## config.mk

```make
export PLATFORM = sky130hd
export DESIGN_NAME = tw_master
export DESIGN_NICKNAME = d
export VERILOG_FILES = /design/src/rtl/tw_pkg.sv /design/src/rtl/tw_clkdiv.sv /design/src/rtl/tw_seq.sv /design/src/rtl/tw_shift.sv /design/src/rtl/tw_master.sv
export SDC_FILE = /design/constraint.sdc
export NUM_CORES = 1
export LEC_CHECK = 0
export ABC_CLOCK_PERIOD_IN_PS = 7750
export CAP_MARGIN = 10
export CORE_UTILIZATION = 49
export CTS_CLUSTER_DIAMETER = 30
export DETAILED_ROUTE_END_ITERATION = 16
export GPL_ROUTABILITY_DRIVEN = 1
export PLACE_DENSITY = 0.75
export SYNTH_ARGS = -nofsm -noshare
export SYNTH_HDL_FRONTEND = slang
export SYNTH_SLANG_ARGS = --single-unit
```

## constraint.sdc

```tcl
create_clock -name clk -period 7.75 [get_ports clk]
set_input_delay 1.9375 -clock clk [delete_from_list [all_inputs] [get_ports clk]]
set_output_delay 1.9375 -clock clk [all_outputs]
set_load 0.01 [all_outputs]
```

## src/rtl/tw_pkg.sv

```systemverilog
package tw_pkg;
  typedef enum logic {
    SEQ_IDLE  = 1'b0,
    SEQ_SHIFT = 1'b1
  } seq_state_e;
endpackage

```

## src/rtl/tw_clkdiv.sv

```systemverilog
module tw_clkdiv #(
  parameter int RATE_W = 3
) (
  input  logic              clk,
  input  logic              rst_n,
  input  logic              run,
  input  logic [RATE_W-1:0] rate,
  output logic              tick
);
  localparam int MAX_SHIFT = (1 << RATE_W) - 1;
  localparam int CNT_W     = (MAX_SHIFT > 0) ? MAX_SHIFT : 1;

  logic [CNT_W-1:0] cnt_q, cnt_d;
  logic [CNT_W:0]   half_len;
  logic [CNT_W:0]   half_m1;

  always_comb begin
    half_len = {{CNT_W{1'b0}}, 1'b1} << rate;
    half_m1  = half_len - 1'b1;
    tick     = run && ({1'b0, cnt_q} == half_m1);
    cnt_d    = (!run || tick) ? '0 : cnt_q + 1'b1;
  end

  always_ff @(posedge clk or negedge rst_n) begin
    if (!rst_n) cnt_q <= '0;
    else        cnt_q <= cnt_d;
  end

  AST_CNT_BELOW_HALF: assert property (@(posedge clk) disable iff (!rst_n)
    run |-> ({1'b0, cnt_q} < half_len));
endmodule

```

## src/rtl/tw_seq.sv

```systemverilog
module tw_seq
  import tw_pkg::*;
#(
  parameter int FRAME_W = 16,
  parameter int IDX_W   = $clog2(FRAME_W)
) (
  input  logic             clk,
  input  logic             rst_n,
  input  logic             start,
  input  logic             abort,
  input  logic             tick,
  output logic             active,
  output logic             sclk,
  output logic             fall,
  output logic             done,
  output logic [IDX_W-1:0] bit_idx
);
  localparam int LAST_PH = 2 * FRAME_W;
  localparam int PH_W    = $clog2(LAST_PH + 1);

  seq_state_e      st_q, st_d;
  logic [PH_W-1:0] ph_q, ph_d;
  logic            sclk_q, sclk_d;
  logic            at_last;

  always_comb begin
    at_last = (ph_q == PH_W'(LAST_PH));
    st_d    = st_q;
    ph_d    = ph_q;
    sclk_d  = sclk_q;
    if (abort) begin
      st_d   = SEQ_IDLE;
      ph_d   = '0;
      sclk_d = 1'b0;
    end else if (st_q == SEQ_IDLE) begin
      if (start) begin
        st_d   = SEQ_SHIFT;
        ph_d   = '0;
        sclk_d = 1'b0;
      end
    end else if (tick) begin
      if (at_last) begin
        st_d   = SEQ_IDLE;
        ph_d   = '0;
        sclk_d = 1'b0;
      end else begin
        ph_d   = ph_q + 1'b1;
        sclk_d = ~ph_q[0];
      end
    end
  end

  always_ff @(posedge clk or negedge rst_n) begin
    if (!rst_n) begin
      st_q   <= SEQ_IDLE;
      ph_q   <= '0;
      sclk_q <= 1'b0;
    end else begin
      st_q   <= st_d;
      ph_q   <= ph_d;
      sclk_q <= sclk_d;
    end
  end

  assign active  = (st_q == SEQ_SHIFT);
  assign sclk    = sclk_q;
  assign fall    = active && tick && ph_q[0];
  assign done    = active && tick && at_last;
  assign bit_idx = IDX_W'(ph_q >> 1);

  AST_SCLK_IDLE_LOW: assert property (@(posedge clk) disable iff (!rst_n)
    !active |-> !sclk_q);
  AST_FALL_FROM_HIGH: assert property (@(posedge clk) disable iff (!rst_n)
    fall |-> sclk_q);
  AST_PHASE_BOUND: assert property (@(posedge clk) disable iff (!rst_n)
    ph_q <= PH_W'(LAST_PH));
endmodule

```

## src/rtl/tw_shift.sv

```systemverilog
module tw_shift #(
  parameter int ADDR_W  = 7,
  parameter int DATA_W  = 8,
  parameter int FRAME_W = ADDR_W + 1 + DATA_W,
  parameter int IDX_W   = $clog2(FRAME_W)
) (
  input  logic               clk,
  input  logic               rst_n,
  input  logic               start,
  input  logic               abort,
  input  logic               active,
  input  logic [FRAME_W-1:0] frame,
  input  logic               fall,
  input  logic               done,
  input  logic [IDX_W-1:0]   bit_idx,
  input  logic               sdio_i,
  output logic               tx,
  output logic               oe,
  output logic [DATA_W-1:0]  rdata
);
  localparam logic [IDX_W-1:0] DIR_IDX  = IDX_W'(ADDR_W);
  localparam logic [IDX_W-1:0] LAST_IDX = IDX_W'(FRAME_W - 1);

  logic [FRAME_W-1:0] sh_q, sh_d;
  logic               tx_q, tx_d;
  logic               oe_q, oe_d;
  logic               rdf_q, rdf_d;
  logic [DATA_W-1:0]  rdata_q, rdata_d;

  always_comb begin
    sh_d    = sh_q;
    tx_d    = tx_q;
    oe_d    = oe_q;
    rdf_d   = rdf_q;
    rdata_d = rdata_q;
    if (abort) begin
      oe_d = 1'b0;
    end else if (start) begin
      sh_d  = frame;
      tx_d  = frame[FRAME_W-1];
      oe_d  = 1'b1;
      rdf_d = frame[DATA_W];
    end else begin
      if (fall) begin
        sh_d = {sh_q[FRAME_W-2:0], sdio_i};
        if (bit_idx != LAST_IDX) tx_d = sh_q[FRAME_W-2];
        if (rdf_q && (bit_idx == DIR_IDX)) oe_d = 1'b0;
      end
      if (done) begin
        oe_d = 1'b0;
        if (rdf_q) rdata_d = sh_q[DATA_W-1:0];
      end
    end
  end

  always_ff @(posedge clk or negedge rst_n) begin
    if (!rst_n) begin
      sh_q    <= '0;
      tx_q    <= 1'b0;
      oe_q    <= 1'b0;
      rdf_q   <= 1'b0;
      rdata_q <= '0;
    end else begin
      sh_q    <= sh_d;
      tx_q    <= tx_d;
      oe_q    <= oe_d;
      rdf_q   <= rdf_d;
      rdata_q <= rdata_d;
    end
  end

  assign tx    = tx_q;
  assign oe    = oe_q;
  assign rdata = rdata_q;

  AST_OE_WITHIN_FRAME: assert property (@(posedge clk) disable iff (!rst_n)
    oe_q |-> active);
  AST_RDATA_FROZEN: assert property (@(posedge clk) disable iff (!rst_n)
    (active && !done) |=> $stable(rdata_q));
endmodule

```

## src/rtl/tw_master.sv

```systemverilog
module tw_master
  import tw_pkg::*;
#(
  parameter int ADDR_W  = 7,
  parameter int DATA_W  = 8,
  parameter int RATE_W  = 3,
  parameter int FRAME_W = ADDR_W + 1 + DATA_W
) (
  input  logic               clk,
  input  logic               rst_n,
  input  logic               ctl_wr,
  input  logic               ctl_en,
  input  logic [RATE_W-1:0]  ctl_rate,
  input  logic               pkt_wr,
  input  logic [FRAME_W-1:0] pkt_word,
  output logic               busy,
  output logic [DATA_W-1:0]  rd_data,
  output logic               cs,
  output logic               sclk,
  output logic               sdio_o,
  output logic               sdio_oe,
  input  logic               sdio_i
);
  localparam int IDX_W = $clog2(FRAME_W);

  logic              en_q, en_d;
  logic [RATE_W-1:0] rate_q, rate_d;
  logic [RATE_W-1:0] rate_lat_q, rate_lat_d;
  logic              eff_en;
  logic [RATE_W-1:0] eff_rate;
  logic              start, abort;
  logic              tick, active, fall, done;
  logic [IDX_W-1:0]  bit_idx;

  always_comb begin
    eff_en     = ctl_wr ? ctl_en : en_q;
    eff_rate   = ctl_wr ? ctl_rate : rate_q;
    abort      = ctl_wr && !ctl_en;
    start      = pkt_wr && eff_en && !active;
    en_d       = eff_en;
    rate_d     = eff_rate;
    rate_lat_d = start ? eff_rate : rate_lat_q;
  end

  always_ff @(posedge clk or negedge rst_n) begin
    if (!rst_n) begin
      en_q       <= 1'b0;
      rate_q     <= '0;
      rate_lat_q <= '0;
    end else begin
      en_q       <= en_d;
      rate_q     <= rate_d;
      rate_lat_q <= rate_lat_d;
    end
  end

  tw_clkdiv #(.RATE_W(RATE_W)) u_div (
    .clk   (clk),
    .rst_n (rst_n),
    .run   (active),
    .rate  (rate_lat_q),
    .tick  (tick)
  );

  tw_seq #(.FRAME_W(FRAME_W), .IDX_W(IDX_W)) u_seq (
    .clk     (clk),
    .rst_n   (rst_n),
    .start   (start),
    .abort   (abort),
    .tick    (tick),
    .active  (active),
    .sclk    (sclk),
    .fall    (fall),
    .done    (done),
    .bit_idx (bit_idx)
  );

  tw_shift #(.ADDR_W(ADDR_W), .DATA_W(DATA_W), .FRAME_W(FRAME_W), .IDX_W(IDX_W)) u_shift (
    .clk     (clk),
    .rst_n   (rst_n),
    .start   (start),
    .abort   (abort),
    .active  (active),
    .frame   (pkt_word),
    .fall    (fall),
    .done    (done),
    .bit_idx (bit_idx),
    .sdio_i  (sdio_i),
    .tx      (sdio_o),
    .oe      (sdio_oe),
    .rdata   (rd_data)
  );

  assign busy = active;
  assign cs   = active;

  AST_START_RAISES_BUSY: assert property (@(posedge clk) disable iff (!rst_n)
    start |=> (busy && cs && sdio_oe));
  AST_ABORT_IDLES: assert property (@(posedge clk) disable iff (!rst_n)
    abort |=> (!busy && !sclk && !sdio_oe));
  AST_RATE_FROZEN: assert property (@(posedge clk) disable iff (!rst_n)
    busy |=> $stable(rate_lat_q));
  AST_DISABLED_NO_START: assert property (@(posedge clk) disable iff (!rst_n)
    (!busy && !en_q && !ctl_wr) |=> !busy);
endmodule

```

==> results.sh <==
export IMPL_portBuffers=37
export IMPL_max_cap_violations=0
export IMPL_cts_sinks=47
export IMPL_clockPowerShare=0.204
export IMPL_rrSetupSlack_ns=3.91
export IMPL_rsz0062_at_grt="false"
export IMPL_endpoint_kind="flip-flop"
export IMPL_synth_commonest_cells="dfrtp_1, nand2_1, mux2i_1, mux2_2, nor2_1"
export IMPL_p_comb_frac=0.280
export IMPL_power_density_mw_per_mm2=235
export IMPL_cp_start_kind="input pin"
export IMPL_area_growth_pct=18.0
export IMPL_crit_family="compound AO/OA/AOI/OAI gates"
export IMPL_layout_nets=291
export IMPL_synth_edff_count=0
export IMPL_rows=25
export IMPL_gp_congestion=0.811
export IMPL_fin_crit_sh=0.558
export IMPL_cts_buffers=5
export IMPL_critPathBufInv=1
export IMPL_die_area_mm2=0.00530
export IMPL_cts_tree="built"
export IMPL_drive_gt1_frac=0.141
export IMPL_postSynthCellCount=230
export IMPL_p_sw_mw=0.223
export IMPL_final_cell_count_no_fill=329
export IMPL_cts_max_level=2
export IMPL_worst_pin_slew_ns=1.09
export IMPL_regToRegEndpoint="u_shift.rdata[5]$_DFFE_PN0P_"
export IMPL_diodes=0
export IMPL_grt_met2_usage=0.285
export IMPL_clk_pin_slew_ns=0.08
export IMPL_cp_required_ns=7.94
export IMPL_yosysMostFrequentCell="dfrtp_1"
export IMPL_run_status="complete, no violations"
export IMPL_yosys_warnings=0
export IMPL_post_drt_wl_per_cell_um=13.5
export IMPL_wl_mm=4.45
export IMPL_cp_slowest_cell="a311oi_4"
export IMPL_cts_hold_buf=0
export IMPL_finalSetupViolCount=0
export IMPL_path_class="in -> reg"
export IMPL_first_pass_iters=4
export IMPL_clock_root_buffer="clkbuf_8"
export IMPL_grt_use_met1=0.253
export IMPL_synth_seq_cells=47
export IMPL_synth_top_cell_by_area="dfrtp_1"
export IMPL_start_util=0.513
export IMPL_post_cts_buffers=0
export IMPL_antenna_found_initial=0
export IMPL_pwr_share_seq=0.516
export IMPL_min_to="rate_q[0]$_DFF_PN0_"
export IMPL_reg2reg_depth=8
export IMPL_swShare=0.328
export IMPL_whs_path_depth=1
export IMPL_dp_hpwl_mm=3.13
export IMPL_cellLeakagePower_nw=1.23
export IMPL_synth_area_mm2=0.00245
export IMPL_synth_top_cell_area_share=0.479
export IMPL_route_detailed_drc=0
export IMPL_grtUsageMet3=0.0470
export IMPL_drv_slew=0
export IMPL_grt_busiest_layer="met2"
export IMPL_grt_first_pass_wirelength_mm=7.36
export IMPL_hold_violations=0
export IMPL_syn_nets=259
export IMPL_die_y_um=72.8
export IMPL_worstHoldStart="rate_q[0]$_DFF_PN0_"
export IMPL_crit_top_cell="a21boi_1"
export IMPL_track_usage=0.184
export IMPL_period_needed_ns=4.32
export IMPL_grt_overflow=0
export IMPL_clock_latency_ns=0.29
export IMPL_num_io_pins=38
export IMPL_synth_area_per_cell_um2=10.7
export IMPL_holdCritPathClass="reg -> reg"
export IMPL_vias_per_cell=5.30
export IMPL_reg2reg_from="rate_lat_q[1]$_DFFE_PN0P_"
export IMPL_cpPeakStageDelay_ns=0.90
export IMPL_intPower_mw=0.458
export IMPL_cp_cell_sequence="clkdlybuf4s50_1 -> a21boi_1 -> nand2_1 -> a311oi_4 -> a21boi_1 -> o31a_1"
export IMPL_ys_top_cells_by_area="dfrtp_1, mux2i_1, mux2_2, nand2_1, o21ai_0"
export IMPL_cp_max_fo=17
export IMPL_fmax_mhz=231
export IMPL_core_mm2=0.00479
export IMPL_via_count=1744
export IMPL_worst_ep_arrival_time_ns=4.51
export IMPL_fin_tns_setup_ns=0
export IMPL_postRouteAntennaNets=0
export IMPL_die_w_um=72.8
export IMPL_post_cts_resized=0
export IMPL_startpoint="ctl_wr"
export IMPL_synthFlopType="dfrtp_1"
export IMPL_peakVddDrop_uv=181
export IMPL_synthArstFlopShare=1.00
export IMPL_grt_max_degree=48
export IMPL_drtIter0Drc=86
export IMPL_dp_cells=322
export IMPL_finalClockSkew_ns=0.00680
export IMPL_slew_headroom=0.272
export IMPL_yosysUniqueCellTypes=50
export IMPL_max_clock_path_buffers=2
export IMPL_yosysSeqAreaShare=0.479
export IMPL_grt_pass1_vias=1531
## cell usage in the layout (no fill, tap or decap), types with 2 or more instances in the layout
cell type	synthesis	final
and3_2	3	3
o21ai_1	10	10
nor4_1	2	2
nor2b_1	3	3
nand2_1	25	25
mux2_2	14	14
clkdlybuf4s50_1	0	36
a21o_1	2	2
dfrtp_1	47	47
ha_1	4	4
xnor2_1	6	6
clkbuf_8	0	5
nand2b_1	3	3
xor2_1	4	4
nor3b_1	2	2
inv_1	9	9
nor2_1	14	14
nand3_1	4	4
o21ai_0	12	12
a21boi_1	2	2
mux2i_1	16	16
and3_1	4	4
a31oi_1	7	7
## cell type report
cell class / count / area [µm²]
fill: 410 / 1890
tap: 67 / 83.8
inverter: 9 / 33.8
clock buffer: 5 / 68.8
multi-input combinational: 161 / 1150
clock inverter: 2 / 13.8
sequential: 47 / 1180
timing repair buffer: 38 / 373
## layer usage
metal,part of all wire,wire length (µm),vias up
met3,0.031,139,4
met5,0,0,-
met1,0.48,2120,841
met2,0.48,2140,32
met4,0.0094,42,0
li1,-,-,867
## worst max path at each step
stage / to / slack [ns] / depth (start not counted)
after global routing: u_shift.tx$_DFFE_PN0P_ / 3.26 / 6
after CTS: u_shift.tx$_DFFE_PN0P_ / 3.43 / 6
final: u_shift.tx$_DFFE_PN0P_ / 3.43 / 6
after detailed placement: u_shift.tx$_DFFE_PN0P_ / 3.11 / 6
after floorplan: u_shift.sh_q[10]$_DFFE_PN0P_ / 4.28 / 7
after global placement: u_shift.tx$_DFFE_PN0P_ / 3.16 / 6
## registers in the layout, indices dropped and copies added, names as in the netlist
register       cells
rate_lat_q         3
u_seq.ph_q         5
u_seq.sclk         1
u_seq.active       1
u_shift.rdata      8
u_shift.tx         1
u_div.cnt_q        7
en_q               1
u_shift.oe         1
u_shift.rdf_q      1
u_shift.sh_q      15
rate_q             3
## metrics by stage
stage               power, mW  cell area (µm²)  utilization  setup WS (ns)  hold slack (ns)
finish                  0.681             2900        0.605           3.43            0.498
global placement        0.542             2810        0.588           3.16            0.485
CTS                     0.689             2900        0.605           3.43            0.504
floorplan               0.488             2450            -           4.28            0.468
detailed placement      0.548             2810        0.588           3.11            0.485
global route            0.730             2900        0.605           3.26            0.513
## worst reg2reg max path, stage by stage, from the launching register on
cell and delay [ns]:
dfrtp_1 0.52, or3_2 0.52, ha_1 0.30, xnor2_1 0.17, nor4_1 0.27, o221ai_2 0.21
a31oi_1 0.83, nand4_2 0.51, mux2_2 0.42
## cells by family (layout without fill, tap and decap cells)
group                    after synthesis  after routing  share of synthesized area
XOR/XNOR                              10             10                     0.0357
AO/OA/AOI/OAI                         45             45                      0.126
AND/OR/NAND/NOR                       72             72                      0.156
adder cells (fa/ha/maj)                4              4                     0.0204
buffers and inverters                 22             54                     0.0535
flip-flops                            47             47                      0.479
multiplexers                          30             30                      0.129
## power groups by stage
stage	Clock, mW	Combinational, mW	Sequential, mW
finish	0.139	0.190	0.352
global placement	0	0.187	0.355
floorplan	0	0.152	0.336
detailed placement	0	0.191	0.356
global route	0.156	0.214	0.361
CTS	0.145	0.192	0.352
No activity file was read; power rests on OpenSTA's default activity.
